--- config.mk ---
export PLATFORM = sky130hd
export DESIGN_NAME = conv_sequencer
export DESIGN_NICKNAME = d
export VERILOG_FILES = /design/src/rtl/conv_seq_pkg.sv /design/src/rtl/conv_pin_edge.sv /design/src/rtl/conv_timer.sv /design/src/rtl/conv_channel.sv /design/src/rtl/conv_sequencer.sv
export SDC_FILE = /design/constraint.sdc
export NUM_CORES = 1
export LEC_CHECK = 0
export ABC_AREA = 1
export BUFFER_PORTS_ARGS = -buffer_cell sky130_fd_sc_hd__buf_2
export CELL_PAD_IN_SITES_DETAIL_PLACEMENT = 1
export CELL_PAD_IN_SITES_GLOBAL_PLACEMENT = 2
export CORE_UTILIZATION = 28
export DETAILED_ROUTE_END_ITERATION = 8
export PLACE_DENSITY_LB_ADDON = 0.2
export SETUP_SLACK_MARGIN = 0.15
export SLEW_MARGIN = 20
export SYNTH_ARGS = -nofsm -noshare
export SYNTH_HDL_FRONTEND = slang
export SYNTH_SLANG_ARGS = --single-unit
--- constraint.sdc ---
create_clock -name clk -period 1.8 [get_ports clk]
set_input_delay 0.27 -clock clk [delete_from_list [all_inputs] [get_ports clk]]
set_output_delay 0.27 -clock clk [all_outputs]
set_load 0.02 [all_outputs]
--- src/rtl/conv_seq_pkg.sv ---
package conv_seq_pkg;
  typedef enum logic {CH_VOLT = 1'b0, CH_CURR = 1'b1} chan_e;
  localparam int CMD_W     = 5;
  localparam int CB_V_CONT = 0;
  localparam int CB_V_ONCE = 1;
  localparam int CB_I_CONT = 2;
  localparam int CB_I_ONCE = 3;
  localparam int CB_RANGE  = 4;
endpackage

--- src/rtl/conv_pin_edge.sv ---
module conv_pin_edge (
  input  logic clk,
  input  logic rst_n,
  input  logic pin,
  output logic rise
);
  logic s1_q, s2_q, s3_q;

  always_ff @(posedge clk or negedge rst_n) begin
    if (!rst_n) begin
      s1_q <= 1'b0;
      s2_q <= 1'b0;
      s3_q <= 1'b0;
    end else begin
      s1_q <= pin;
      s2_q <= s1_q;
      s3_q <= s2_q;
    end
  end

  assign rise = s2_q & ~s3_q;

  p_single_rise_r8: assert property (@(posedge clk) disable iff (!rst_n)
    rise |=> !rise);
endmodule

--- src/rtl/conv_timer.sv ---
module conv_timer #(
  parameter int CYCLES = 15000
) (
  input  logic clk,
  input  logic rst_n,
  input  logic load,
  input  logic run,
  output logic done
);
  localparam int CW = (CYCLES > 1) ? $clog2(CYCLES) : 1;
  logic [CW-1:0] cnt_q, cnt_d;

  always_comb begin
    cnt_d = cnt_q;
    if (load)     cnt_d = '0;
    else if (run) cnt_d = cnt_q + 1'b1;
  end

  always_ff @(posedge clk or negedge rst_n) begin
    if (!rst_n) cnt_q <= '0;
    else        cnt_q <= cnt_d;
  end

  assign done = run && (cnt_q == CW'(CYCLES - 1));
endmodule

--- src/rtl/conv_channel.sv ---
module conv_channel #(
  parameter int W = 12
) (
  input  logic         clk,
  input  logic         rst_n,
  input  logic         set_req,
  input  logic         store,
  input  logic [W-1:0] din,
  output logic [W-1:0] result,
  output logic         valid,
  output logic         pending
);
  logic [W-1:0] res_d;
  logic         val_d, pend_d;

  always_comb begin
    res_d  = store ? din : result;
    val_d  = valid | store;
    pend_d = pending;
    if (set_req)    pend_d = 1'b1;
    else if (store) pend_d = 1'b0;
  end

  always_ff @(posedge clk or negedge rst_n) begin
    if (!rst_n) begin
      result  <= '0;
      valid   <= 1'b0;
      pending <= 1'b0;
    end else begin
      result  <= res_d;
      valid   <= val_d;
      pending <= pend_d;
    end
  end

  p_pend_set_r2: assert property (@(posedge clk) disable iff (!rst_n)
    set_req |=> pending);
  p_pend_clear_r5: assert property (@(posedge clk) disable iff (!rst_n)
    (store && !set_req) |=> !pending);
  p_valid_keep_r5: assert property (@(posedge clk) disable iff (!rst_n)
    valid |=> valid);
  p_hold_r4: assert property (@(posedge clk) disable iff (!rst_n)
    !store |=> $stable(result));
endmodule

--- src/rtl/conv_sequencer.sv ---
module conv_sequencer
  import conv_seq_pkg::*;
#(
  parameter int CONV_CYCLES = 15000,
  parameter int RES_W       = 12
) (
  input  logic             clk,
  input  logic             rst_n,
  input  logic             cmd_we,
  input  logic [CMD_W-1:0] cmd_data,
  input  logic             conv_pin,
  input  logic [RES_W-1:0] adc_data,
  output logic             adc_start,
  output logic             adc_sel,
  output logic             range_sel,
  output logic [RES_W-1:0] volt_code,
  output logic [RES_W-1:0] curr_code,
  output logic             volt_valid,
  output logic             curr_valid,
  output logic             volt_pending,
  output logic             curr_pending
);
  localparam int NCH = 2;

  logic             v_cont_q, i_cont_q, v_pin_q, i_pin_q, range_q;
  logic             busy_q, busy_d, start_d;
  chan_e            ch_q, ch_d, last_q, last_d, pick;
  logic             pin_rise, conv_done, go;
  logic [NCH-1:0]   set_v, store_v, pend_v, valid_v, req_v;
  logic [RES_W-1:0] res_v [NCH];

  conv_pin_edge u_pin (.clk(clk), .rst_n(rst_n), .pin(conv_pin), .rise(pin_rise));

  conv_timer #(.CYCLES(CONV_CYCLES)) u_timer (
    .clk(clk), .rst_n(rst_n), .load(go), .run(busy_q), .done(conv_done));

  assign set_v[0] = (cmd_we & cmd_data[CB_V_ONCE]) | (pin_rise & v_pin_q);
  assign set_v[1] = (cmd_we & cmd_data[CB_I_ONCE]) | (pin_rise & i_pin_q);
  assign req_v[0] = pend_v[0] | v_cont_q;
  assign req_v[1] = pend_v[1] | i_cont_q;

  generate
    for (genvar g = 0; g < NCH; g++) begin : g_ch
      assign store_v[g] = conv_done && (ch_q == chan_e'(g));
      conv_channel #(.W(RES_W)) u_ch (
        .clk(clk), .rst_n(rst_n), .set_req(set_v[g]), .store(store_v[g]),
        .din(adc_data), .result(res_v[g]), .valid(valid_v[g]), .pending(pend_v[g]));
    end
  endgenerate

  // Scheduler next state
  always_comb begin
    if (req_v[0] && req_v[1]) pick = (last_q == CH_VOLT) ? CH_CURR : CH_VOLT;
    else if (req_v[0])        pick = CH_VOLT;
    else                      pick = CH_CURR;
    go      = !busy_q && (req_v != '0);
    busy_d  = busy_q;
    ch_d    = ch_q;
    last_d  = last_q;
    if (go) begin
      busy_d = 1'b1;
      ch_d   = pick;
    end else if (conv_done) begin
      busy_d = 1'b0;
      last_d = ch_q;
    end
    start_d = go;
  end

  always_ff @(posedge clk or negedge rst_n) begin
    if (!rst_n) begin
      busy_q    <= 1'b0;
      ch_q      <= CH_VOLT;
      last_q    <= CH_CURR;
      adc_start <= 1'b0;
    end else begin
      busy_q    <= busy_d;
      ch_q      <= ch_d;
      last_q    <= last_d;
      adc_start <= start_d;
    end
  end

  // Command register, enabled by the write strobe
  always_ff @(posedge clk or negedge rst_n) begin
    if (!rst_n) begin
      v_cont_q <= 1'b0;
      i_cont_q <= 1'b0;
      v_pin_q  <= 1'b0;
      i_pin_q  <= 1'b0;
      range_q  <= 1'b0;
    end else if (cmd_we) begin
      v_cont_q <= cmd_data[CB_V_CONT];
      i_cont_q <= cmd_data[CB_I_CONT];
      v_pin_q  <= cmd_data[CB_V_CONT] | cmd_data[CB_V_ONCE];
      i_pin_q  <= cmd_data[CB_I_CONT] | cmd_data[CB_I_ONCE];
      range_q  <= cmd_data[CB_RANGE];
    end
  end

  assign adc_sel      = ch_q;
  assign range_sel    = range_q;
  assign volt_code    = res_v[0];
  assign curr_code    = res_v[1];
  assign volt_valid   = valid_v[0];
  assign curr_valid   = valid_v[1];
  assign volt_pending = pend_v[0];
  assign curr_pending = pend_v[1];

  p_start_pulse_r3: assert property (@(posedge clk) disable iff (!rst_n)
    adc_start |=> !adc_start);
  p_sel_hold_r3: assert property (@(posedge clk) disable iff (!rst_n)
    (busy_q && !conv_done) |=> $stable(adc_sel));
  p_store_onehot_r4: assert property (@(posedge clk) disable iff (!rst_n)
    $onehot0(store_v));
  p_range_r9: assert property (@(posedge clk) disable iff (!rst_n)
    cmd_we |=> (range_sel == $past(cmd_data[CB_RANGE])));
endmodule

Word-level counts from Yosys, hierarchy flattened
Cells that the tools add are included.
Word-level totals
  output and inout port bits: 31
  input bits: 21
  logic and storage cells: 60
  bits in registers: 54
Cells by class
  add/subtract/negate cells: 1
  mux-type cells: 11
  reductions and logical operators: 12
  bitwise operators: 16
  equal/unequal tests: 1
Operators by type and width (count)
  2-to-1 mux 14 bit: 2
  adder 14 x 1 -> 14 bit (second input constant): 1
  equality test 14 bit (second input constant): 1
  nonzero test 2 bit: 5
  2-to-1 mux 1 bit: 9
  OR 1 bit: 8
  AND 1 bit: 5
  logical AND 1 bit: 5
  inverter 1 bit: 3
  AND reduction 2 bit: 1
  logical NOT 1 bit: 1

Depth between registers and ports, before layout
  depth after elaboration: 5
  depth in mapped cells: 8
  mapped depth without buffers: 8

Hierarchy
A second synthesis with hierarchy kept.
Unflattened totals
  cells, all modules: 283
  area total of the unflattened synthesis: 2351.0 um2
Modules (own cells, without submodules)
  conv_channel: instances 2, area an instance 525.5 um2, seq. area each 350.3 um2, cells an instance 57
  conv_timer: instances 1, area an instance 829.5 um2, seq. area each 350.3 um2, cells an instance 116
  conv_sequencer: instances 1, area an instance 385.4 um2, seq. area each 226.5 um2, cells an instance 48
  conv_pin_edge: instances 1, area an instance 85.1 um2, seq. area each 75.1 um2, cells an instance 5

Worst setup path after synthesis
No wires, ideal clock.
  path type: register -> register
  from: reg u_timer.cnt_q[0]
  to: reg g_ch[0].u_ch.pending
  buffers on the path: 1
  clock period less this slack: 1.407 ns
  data required time: 1.683 ns
  path slack: 0.393 ns
  stages on the path, launching flop included: 8
  arrival time: 1.290 ns
  library setup time: 0.117 ns
  path through: dfrtp_1 -> ha_1 -> nand3_4 -> nor2_8 -> nand4_4 -> buf_6 -> nand2_1 -> nand2_1
Between the ends
  cells in the longest elaborated chain, start to end: 4
RTL lines
  start, declared: RTL line conv_timer.sv:11  | logic [CW-1:0] cnt_q, cnt_d;
  start signal, assigned: RTL line conv_timer.sv:21  | else cnt_q <= cnt_d;
  equality test 14 bit: RTL line conv_timer.sv:24  | assign done = run && (cnt_q == CW'(CYCLES - 1));
  logical AND 1 bit: RTL line conv_timer.sv:24
  logical AND 1 bit: RTL line conv_sequencer.sv:44  | assign store_v[g] = conv_done && (ch_q == chan_e'(g));
  nonzero test 2 bit (no source line)
  end signal, assigned: RTL line conv_channel.sv:32  | pending <= pend_d;
  end, declared: RTL line conv_channel.sv:11  | output logic pending
Every way passes these cells.
A chain may end at the register's enable or synchronous reset.

Worst setup path in the final report
  from: reg u_timer.cnt_q[0]
  to: reg g_ch[0].u_ch.result[4]
Between the ends
  cells in the longest elaborated chain, start to end: 3
RTL lines
  equality test 14 bit: RTL line conv_timer.sv:24
  logical AND 1 bit: RTL line conv_timer.sv:24
  logical AND 1 bit: RTL line conv_sequencer.sv:44
  end signal, assigned: RTL line conv_channel.sv:30  | result <= res_d;
  end, declared: RTL line conv_channel.sv:9  | output logic [W-1:0] result,
Every way passes these cells.

==> results by group <==
Worst setup path
  – Critical Path RT: 2.01 ns
  – Critical path data arrival time: between 1.5 and 2 ns
  – Setup crit end kind: flip-flop
  – Crit Path Class: reg -> reg
  – Startpoint Class: flip-flop
  – Largest fanout on the critical path: 11

Clock network
  – H-Tree Depth: 2
  – Clk root buf: clkbuf_8
  – CTS sink cnt: 54
  – Skew-Pair Late Insertion Delay: 0.30 ns
  – TritonCTS clock tree: yes
  – Clk buf depth: 2
  – CTS buffer count: 5
  – CTS clock-pin slew for the worst setup and hold paths: ~0.11 ns

Synth
  – Yosys warning total: 0
  – Synth area leader: dfrtp_1
  – Synth async-reset ratio: 100.0%
  – Synth Instances: 291
  – Netlist cell types: 24
  – Most used DFF post-synth: dfrtp_1
  – Syn Nets: 313
  – Most frequent cells after synthesis: nand2_1 (105), dfrtp_1 (53), inv_1 (31)
  – Area contributors post-synth: dfrtp_1 (53%), nand2_1 (16%), nand4_1 (7.5%), inv_1 (4.7%), nor2_1 (2.7%)
  – Post-synth top area share: 53.13%
  – Count leader, synth: nand2_1
  – Mapped cell area: 2496 µm²
  – Sequential-to-total area share from yosys stat: 54.19%
  – Syn Area/Cell: 8.578 µm²
  – Number of synthesized register bits: 54
  – Post-synth EDFFs: 0

Floorplanning
  – Full die area: just over 9000 µm²
  – Die X: between 90 and 100 µm
  – Die Ht: 96.42 µm
  – Top-level I/O count: 52
  – Core footprint: 8678 µm²
  – Initial Util: between 20% and 30%
  – Num rows: 34

Timing
  – Worst-Margin Slew: 0.4647 ns
  – Fin. max-slew vios: 0
  – Fin. Hold Viols: 0
  – Maximum operating frequency: roughly 0.65 GHz
  – Setup_tns: 0 ns
  – RSZ-0062 raised after global routing: yes
  – Post-layout minimum cycle time: 1.546 ns
  – Final clock skew: roughly 0.0051 ns
  – Slew HR: 69.02%
  – Final setup violation count: 0
  – Period utilisation layout: 85.87%
  – Min Hold Slack: 0.06424 ns

Drt
  – DRC viols: 0
  – Via count: 2144
  – Total Routed Length: 6605 µm
  – Detail Route Antenna Nets: 0
  – Initial DRC count: 72
  – Vias per inst: between 4 and 5
  – Drt pass-1 iters: 5
  – Average wire per standard cell: 14.33 µm

Cells and area
  – Antenna cells: 0
  – Fraction of layout instances using a drive strength above 1: 23.23%
  – Non-Filler Instances: 461
  – Area Overhead vs Synth: 23.11%
  – Final #Nets: 374
  – Fillers: 1070
  – Post-Layout Inst Area: 3073 µm²

Placed design
  – Dpl hpwl: 4809 µm
  – Placed Area: 2899 µm²
  – Port bufs: between 50 and 60
  – RePlAce Congestion: 0.7207
  – Inst Count DP: 449

Outcome
  – Status: completed

Power
  – Leakage power: between 1 and 1.5 nW
  – Worst vdd ir: 0.3051 mV
  – Power Dens Cells: 717.2 nW/µm²
  – Tot Pwr: 0.002204 W

Worst hold path
  – Worst hold path type: in -> reg

Global route
  – First-pass GRT wire length: 10980 µm
  – Initial antenna violation count: 0
  – Grt ovf: 0
  – Largest net degree at the start of global routing: 35
  – Total track usage: 15.53%
  – Number of global-route vias before repair: 2182

Flow run
  – Max Cap Viol: 0
-- critical path, stage by stage, from the launching register on --
cell     delay, ns
dfrtp_1       0.43
ha_2          0.24
nand3_4       0.11
nor2_8        0.23
nand4_4       0.10
buf_4         0.21
nand2_1       0.07
nand2_1       0.05
-- kinds of logic (layout without fill, tap and decap cells) --
kind of cell / after synthesis / after routing / synth area share, %
simple gates: 176 / 177 / 33.48
flops: 54 / 54 / 54.19
fa+ha+maj: 1 / 1 / 0.5012
compound gates: 17 / 17 / 3.860
buf+inv: 43 / 104 / 7.969
-- stage by stage --
step	setup slack (ns)	utilization, %
floorplan	0.3930	-
global placement	0.2562	33.41
detailed placement	0.2135	33.41
CTS	0.1894	34.92
global route	0.1220	35.41
finish	0.2543	35.41
-- report_power, final --
part	internal, W	switching (W)	total [W]
Combinational	0.0000285	0.0000538	0.0000823
Clock	0.000459	0.000431	0.000890
Sequential	0.00123	0.00000574	0.00123
Total	0.00171	0.000491	0.00220
-- path summary, 6_finish.rpt --
check                                 startpoint                endpoint  slack, ns  cells past startpoint
worst max-delay path            u_timer.cnt_q[0]  g_ch[0].u_ch.result[4]       0.25                      7
worst min-delay path                    conv_pin              u_pin.s1_q       0.06                      1
worst min register to register        u_pin.s1_q              u_pin.s2_q       0.37                      0
max in group asynchronous                  rst_n        u_timer.cnt_q[5]       0.93                      3
worst max register to register  u_timer.cnt_q[0]  g_ch[0].u_ch.result[4]       0.25                      7
min in group asynchronous                  rst_n  g_ch[0].u_ch.result[5]       0.46                      3
-- flip-flops by register name, indices dropped and copies added (netlist names) --
register	count
adc_sel	1
adc_start	1
busy_q	1
g_ch.u_ch.pending	2
g_ch.u_ch.result	24
g_ch.u_ch.valid	2
i_cont_q	1
i_pin_q	1
last_q	1
range_sel	1
u_pin.s1_q	1
u_pin.s2_q	1
u_pin.s3_q	1
u_timer.cnt_q	14
v_cont_q	1
v_pin_q	1
-- area by class of cell --
| cell class | instances | area [µm²] | share of cell area [%] |
|---|---|---|---|
| repair buffers | 65 | 379.1 | 12.34 |
| clock buffers | 6 | 82.58 | 2.687 |
| inverters | 31 | 116.4 | 3.787 |
| clock inverters | 2 | 38.79 | 1.262 |
| well taps | 108 | 135.1 | 4.397 |
| flip-flops and latches | 54 | 1353 | 44.01 |
| multi-input cells | 195 | 968.4 | 31.51 |
-- cell usage in the layout, fill, tap and decap left out, types with 3 or more instances in the layout --
| master | instances |
|---|---|
| a21oi_1 | 4 |
| buf_2 | 51 |
| buf_4 | 11 |
| clkbuf_8 | 6 |
| dfrtp_1 | 53 |
| inv_1 | 31 |
| nand2_1 | 105 |
| nand3_1 | 13 |
| nand4_1 | 30 |
| nand4_4 | 3 |
| nor2_1 | 18 |
| o21ai_0 | 8 |
-- per-layer routing --
| layer | vias up | GRT usage (%) | share of wire [%] |
|---|---|---|---|
| met4 | 0 | 3.554 | 0.51 |
| met5 | - | 0 | 0 |
| met2 | 43 | 25.24 | 46 |
| li1 | 1073 | - | - |
| met1 | 1024 | 21.24 | 49 |
| met3 | 4 | 3.286 | 4.4 |
-- timing repair --
item                                    4_1_cts  5_1_grt
endpoints found under the setup margin        0       28
hold endpoints to repair                     19        0
buffers inserted                              0        2
gates resized for setup                       0        3
hold buffers                                  1        0
No activity file was read; power rests on OpenSTA's default activity.
